File: config.mk
export PLATFORM = sky130hd
export DESIGN_NAME = alu_flag_unit
export DESIGN_NICKNAME = d
export VERILOG_FILES = /design/src/rtl/alu_flag_unit.sv
export SDC_FILE = /design/constraint.sdc
export NUM_CORES = 1
export LEC_CHECK = 0
export BUFFER_PORTS_ARGS = -buffer_cell sky130_fd_sc_hd__buf_2
export CELL_PAD_IN_SITES_DETAIL_PLACEMENT = 0
export CELL_PAD_IN_SITES_GLOBAL_PLACEMENT = 1
export CORE_ASPECT_RATIO = 0.7
export CORE_MARGIN = 2
export CORE_UTILIZATION = 44
export CTS_BUF_LIST = sky130_fd_sc_hd__clkbuf_4 sky130_fd_sc_hd__clkbuf_8
export DETAILED_ROUTE_END_ITERATION = 10
export PLACE_DENSITY_LB_ADDON = 0.1
export SYNTH_ARGS = -nofsm -noshare
export SYNTH_HDL_FRONTEND = slang
export SYNTH_SLANG_ARGS = --single-unit
export TNS_END_PERCENT = 10
File: constraint.sdc
create_clock -name clk -period 14.24 [get_ports clk]
set_input_delay 0.712 -clock clk [delete_from_list [all_inputs] [get_ports clk]]
set_output_delay 0.712 -clock clk [all_outputs]
set_load 0.02 [all_outputs]
File: src/rtl/alu_flag_unit.sv
module alu_flag_unit (
  input  logic        clk,
  input  logic        rst_n,
  input  logic        op_valid,
  input  logic [2:0]  op_sel,
  input  logic        byte_mode,
  input  logic [15:0] a,
  input  logic [15:0] b,
  input  logic [2:0]  ctl_set,
  input  logic [2:0]  ctl_clr,
  output logic [15:0] result,
  output logic [15:0] flags
);
  localparam int CF = 0, AF = 1, PF = 2, ZF = 3, SF = 4, OF = 5;
  localparam logic [2:0] OP_ADD = 3'd0, OP_SUB = 3'd1, OP_AND = 3'd2,
                         OP_OR  = 3'd3, OP_XOR = 3'd4, OP_NOT = 3'd5;

  logic        is_sub, is_arith, is_logic, is_not;
  logic [15:0] bx, raw, res;
  logic [16:0] sum;
  logic        msb_a, msb_b, msb_r, cout, c4;
  logic [5:0]  st_next, st_q;
  logic [2:0]  ctl_q;

  assign is_sub   = (op_sel == OP_SUB);
  assign is_arith = (op_sel == OP_ADD) || is_sub;
  assign is_logic = (op_sel == OP_AND) || (op_sel == OP_OR) || (op_sel == OP_XOR);
  assign is_not   = (op_sel == OP_NOT);

  assign bx  = is_sub ? ~b : b;
  assign sum = {1'b0, a} + {1'b0, bx} + {16'd0, is_sub};

  always_comb begin
    case (op_sel)
      OP_ADD, OP_SUB: raw = sum[15:0];
      OP_AND:         raw = a & b;
      OP_OR:          raw = a | b;
      OP_XOR:         raw = a ^ b;
      OP_NOT:         raw = ~a;
      default:        raw = result;
    endcase
  end

  assign res   = byte_mode ? {8'h00, raw[7:0]} : raw;
  assign msb_a = byte_mode ? a[7]   : a[15];
  assign msb_b = byte_mode ? bx[7]  : bx[15];
  assign msb_r = byte_mode ? res[7] : res[15];
  assign cout  = byte_mode ? (sum[8] ^ a[8] ^ bx[8]) : sum[16];
  assign c4    = sum[4] ^ a[4] ^ bx[4];

  always_comb begin
    st_next     = '0;
    st_next[CF] = is_arith & (cout ^ is_sub);
    st_next[AF] = is_arith & (c4 ^ is_sub);
    st_next[PF] = ~^res[7:0];
    st_next[ZF] = (res == 16'h0000);
    st_next[SF] = msb_r;
    st_next[OF] = is_arith & (msb_a == msb_b) & (msb_r != msb_a);
  end

  always_ff @(posedge clk) begin
    if (!rst_n) begin
      result <= '0;
      st_q   <= '0;
      ctl_q  <= '0;
    end else begin
      if (op_valid && (is_arith || is_logic || is_not)) result <= res;
      if (op_valid && (is_arith || is_logic))           st_q   <= st_next;
      ctl_q <= (ctl_q & ~ctl_clr) | ctl_set;
    end
  end

  assign flags = {5'b00000, ctl_q, 2'b00, st_q};
endmodule

# Yosys cells after proc, flatten, opt, wreduce, memory -nomap -nowiden
# Index checks and enable logic that the tools add are counted.
word_totals:
  regBits: 25
  inputBits: 45
classes:
  n_eq_ne: 7
  n_reduce_logical: 11
  n_bitwise: 18
  mux: 7
  n_addsub: 2
op_table:
  columns: ["op", "n"]
  rows:
  - ["16-bit one-hot mux with 5 select lines", 1]
  - ["16-bit 2-to-1 mux", 2]
  - ["16-bit NOT", 2]
  - ["16-bit by 16-bit adder with 17-bit output", 1]
  - ["17-bit by 1-bit adder with 17-bit output", 1]
  - ["16-bit bitwise AND", 1]
  - ["16-bit logical NOT", 1]
  - ["16-bit bitwise OR", 1]
  - ["16-bit bitwise XOR", 1]
  - ["8-bit XNOR reduction", 1]
  - ["3-bit by 2-bit == test with 1-bit output, second input constant", 2]
  - ["3-bit == test, second input constant", 2]
  - ["1-bit bitwise XOR", 6]
  - ["1-bit logical OR", 5]
  - ["1-bit bitwise AND", 4]
  - ["1-bit 2-to-1 mux", 4]
  - ["3-bit bitwise AND", 1]
  - ["3-bit by 1-bit == test with 1-bit output, second input constant", 1]
  - ["3-bit logical NOT", 1]
  - ["3-bit NOT", 1]
  - ["3-bit bitwise OR", 1]
  - ["1-bit logical AND", 2]
  - ["2-bit OR reduction", 1]
  - ["1-bit == test", 1]
  - ["1-bit inequality test", 1]

# Depth between registers and ports, before layout
logic_depth:
  word_depth: 9
  ltp_mapped: 22
  depth_no_buf: 20

# Least setup slack after synthesis
# Ideal clock, no wire load.
synth_timing:
  kind: "in2reg"
  start: "input port op_sel[1]"
  end: "register st_q[3]"
  required_ps: 14153
  cell_stages: 22
  setup_slack_ps: 8896
  t_arrival_ps: 5257
  n_path_buf: 3
  setup_time_ps: 87
  path_cell_list: "buf_4 or2_2 buf_2 nor2_2 buf_1 xnor2_1 ha_1 nor2b_4 o31ai_2 or2b_1 xnor2_1 o21ai_0 a2bb2oi_1 o21ai_0 ha_1 and3_1 nand3_1 a221oi_1 o21ai_0 or4_1 or4_1 o31ai_1"
synth_between:
  elab_chain_len: 7
synth_lines:
  columns: ["element", "line_no", "text"]
  rows:
  - ["start, declared", "5", "input logic [2:0] op_sel,"]
  - ["3-bit by 1-bit == test with 1-bit output", "25, 34", null]
  - ["16-bit 2-to-1 mux", "30", "assign bx = is_sub ? ~b : b;"]
  - ["16-bit by 16-bit adder with 17-bit output", "31", "assign sum = {1'b0, a} + {1'b0, bx} + {16'd0, is_sub};"]
  - ["17-bit by 1-bit adder with 17-bit output", "31", null]
  - ["16-bit one-hot mux with 5 select lines", "34", "case (op_sel)"]
  - ["16-bit 2-to-1 mux", "44", "assign res = byte_mode ? {8'h00, raw[7:0]} : raw;"]
  - ["16-bit logical NOT", "56", "st_next[ZF] = (res == 16'h0000);"]
  - ["end signal, assigned", "68", "if (op_valid && (is_arith || is_logic)) st_q <= st_next;"]
  - ["end, declared", "22", "logic [5:0] st_next, st_q;"]
# Several ways; a longest one is shown, not always the timed one.
# A chain may end at the register's enable or synchronous reset.

# Worst setup path after layout
layout_timing:
  start: "input port op_sel[0]"
  end: "register st_q[3]"
# Same word-level chain as after synthesis.

==> flow_metrics.py <==
metrics = {
    "routing": {
        "antenna_left": 0,
        "vias_per_cell": 5.75,
        "via_count": 3637,
        "drt_first_pass_iters": 5,
        "wl_um": 10600,
        "first_iter_violations": 285,
        "wl_per_cell_um": 16.7,
        "drc": 0,
    },
    "floorplanning": {
        "coreArea_um2": 7870,
        "chipHeight_um": 79.4,
        "io_pins": 77,
        "rows": 27,
        "dieWidth_um": 112,
        "dieArea_um2": 8860,
        "start_util": 0.454,
    },
    "logic_synthesis": {
        "synthFlopType": "dfxtp_1",
        "synthArstFlopShare": 0,
        "synth-seq-area-share": 0.140,
        "synth.avg_cell_area_um2": 7.44,
        "yosysUniqueCellTypes": 75,
        "ys_ff_latch": 25,
        "ys.warnings.count": 0,
        "synth-edff-count": 0,
        "netlist_area_um2": 3570,
        "synth_cells": 480,
    },
    "clock_network": {
        "h-tree-depth": 1,
        "cts-root-buf": "clkbuf_8",
        "numCtsBuffers": 3,
        "postCtsHoldBufs": 0,
        "cts_resized": 0,
        "cts.path.max_buffers": 2,
        "cts.sinks": 25,
        "post-cts-setup-buffer-count": 0,
        "clk_latency_ns": 0.27,
        "clk_pin_slew_ns": 0.08,
        "tritoncts": "yes",
    },
    "grt": {
        "antenna_found_initial": 0,
        "met3_usage": 0.0304,
        "grtUsageMet2": 0.413,
        "grt_overflow": 0,
        "top_usage_layer": "met2",
        "grt_pass1_vias": 3419,
        "use_met1": 0.331,
        "grt_max_degree": 49,
        "grtUsageTotal": 0.239,
        "grt_first_pass_wirelength_um": 17400,
    },
    "outcome": {
        "status": "completed",
    },
    "worst_hold_path": {
        "min-delay-start": "result[14]",
        "min_path_cells": 2,
        "hold_class": "reg -> reg",
        "min_to": "result[14]",
    },
    "place": {
        "post-place-ws_ns": 7.76,
        "numPortBuffers": 69,
        "gp_congestion": 0.967,
        "hpwl_um": 8440,
    },
    "layout": {
        "final_cell_mix": "69 x buf_2, 53 x ha_1, 46 x nand2_1",
        "drive_above_1_share": 0.173,
        "area_growth_pct": 10.9,
        "final_common_cell": "buf_2",
        "antenna_cells": 0,
        "num-nets-final": 632,
    },
    "sta": {
        "rsz0062_at_grt": "false",
        "finClkSkew_ns": 0.00459,
        "worst_pin_slew_ns": 0.970,
        "finalSetupViolations": 0,
        "finalHoldViolCount": 0,
        "whs_ns": 0.471,
        "period_needed_ns": 6.22,
        "fin_ws_ns": 8.02,
        "finalMaxSlewViolations": 0,
        "fmax_mhz": 161,
        "maxSlewHeadroom": 0.353,
        "fin_setup_tns_ns": 0,
        "period_share": 0.437,
    },
    "power": {
        "power.density_nw_per_um2": 70.0,
        "pwr-share-clk": 0.159,
        "p_sw_uw": 119,
        "cellLeakagePower_uw": 0.00190,
        "total_power_uw": 277,
        "netSwitchingFraction": 0.428,
        "p_int_uw": 158,
        "ir_worst_vdd_mv": 0.0541,
        "p_comb_frac": 0.557,
        "pwr-share-seq": 0.284,
    },
    "setup_path": {
        "crit_required_ns": 14.42,
        "worstPathMaxFanout": 48,
        "critPathKind": "in -> reg",
        "timing.rr.start": "result[7]",
        "cp.arrival_ns": 6.40,
        "r2r_cells": 10,
        "timing.rr.end": "st_q[3]",
        "r2r_slack_ns": 11.61,
        "cp-end-kind": "flip-flop",
        "startpoint_type": "input port",
    },
    "flow_run": {
        "cap_violations": 0,
    },
}
registers in the layout, summed over array words and instances (netlist names):
register / count
ctl_q: 3
result: 16
st_q: 6
Yosys cell counts (3+ instances only):
cell type,count,share of area
inv_1,45,0.047
nand3_1,10,0.014
buf_2,6,0.0084
nor2_1,39,0.041
o22ai_1,6,0.011
a21oi_1,38,0.053
and2_1,3,0.0053
or2_2,3,0.0053
nand2_1,46,0.048
dfxtp_1,25,0.14
o21ai_0,34,0.048
or3_1,3,0.0053
nor3_1,6,0.0084
o21a_1,6,0.013
buf_4,9,0.019
clkbuf_1,7,0.0074
a211oi_1,7,0.015
a22oi_1,4,0.0084
buf_1,4,0.0042
xnor2_1,25,0.061
and3_1,3,0.0053
mux2i_1,7,0.020
o211ai_1,12,0.025
a31oi_1,3,0.0053
ha_1,53,0.19
nor2b_1,8,0.014
layout make-up:
cell class	count	area, µm²
Fill cell	812	3910
Multi-Input combinational cell	386	2760
Sequential cell	25	500
Timing Repair Buffer	70	353
Inverter	47	176
Tap cell	101	126
Clock buffer	4	48.8
cell families (layout without fill, tap and decap cells):
group	Yosys count	count (layout)	synth area share
other cells	1	7	0.00105
compound gates	149	149	0.285
simple gates	139	139	0.188
xor+xnor	29	29	0.0771
buf+inv	75	121	0.0946
flops	25	25	0.140
mux	8	8	0.0228
fa+ha+maj	54	54	0.191
power by group through the flow:
stage               sequential, µW  combinational [µW]  clock, µW
floorplan                     86.4                 107          0
global placement              80.4                 152          0
detailed placement            80.5                 152          0
CTS                           78.9                 153       44.9
global route                  79.6                 171       48.2
finish                        78.8                 154       44.0
layer usage:
layer  part of all wire  wire length (µm)
met1               0.48              5030
met3              0.048               509
met4             0.0090                95
met2               0.47              4930
met5                  0                 0
per-stage QoR:
stage                      util  cell area [µm²]  cells
final                     0.503             3960    633
after global routing      0.503             3960    633
after CTS                 0.503             3960    633
after detailed placement  0.497             3910    629
after global placement    0.497             3910    629
after floorplan               -             3590    486
critical path: stages:
cell      delay [ns]
buf_2           0.60
inv_1           0.43
nor2_2          0.87
xnor2_1         0.20
ha_1            0.25
a211o_1         0.28
o22ai_1         0.36
o21ai_0         0.17
a211oi_1        0.39
or2_2           0.20
ha_1            0.13
and3_1          0.13
nand3_1         0.12
a221oi_1        0.25
o21ai_0         0.13
or4_1           0.40
or4_1           0.54
o31ai_1         0.23
how the worst max path moves through the flow:
| stage | from | end | slack [ns] | cells after the start |
|---|---|---|---|---|
| after global routing | op_sel[0] | st_q[3] | 7.53 | 18 |
| final | op_sel[0] | st_q[3] | 8.02 | 18 |
| after detailed placement | op_sel[0] | st_q[3] | 7.76 | 18 |
| after global placement | op_sel[0] | st_q[3] | 8.03 | 18 |
| after CTS | op_sel[0] | st_q[3] | 8.04 | 18 |
| after floorplan | op_sel[1] | st_q[3] | 8.90 | 22 |
Note: power is estimated with default switching activity, not from simulation.
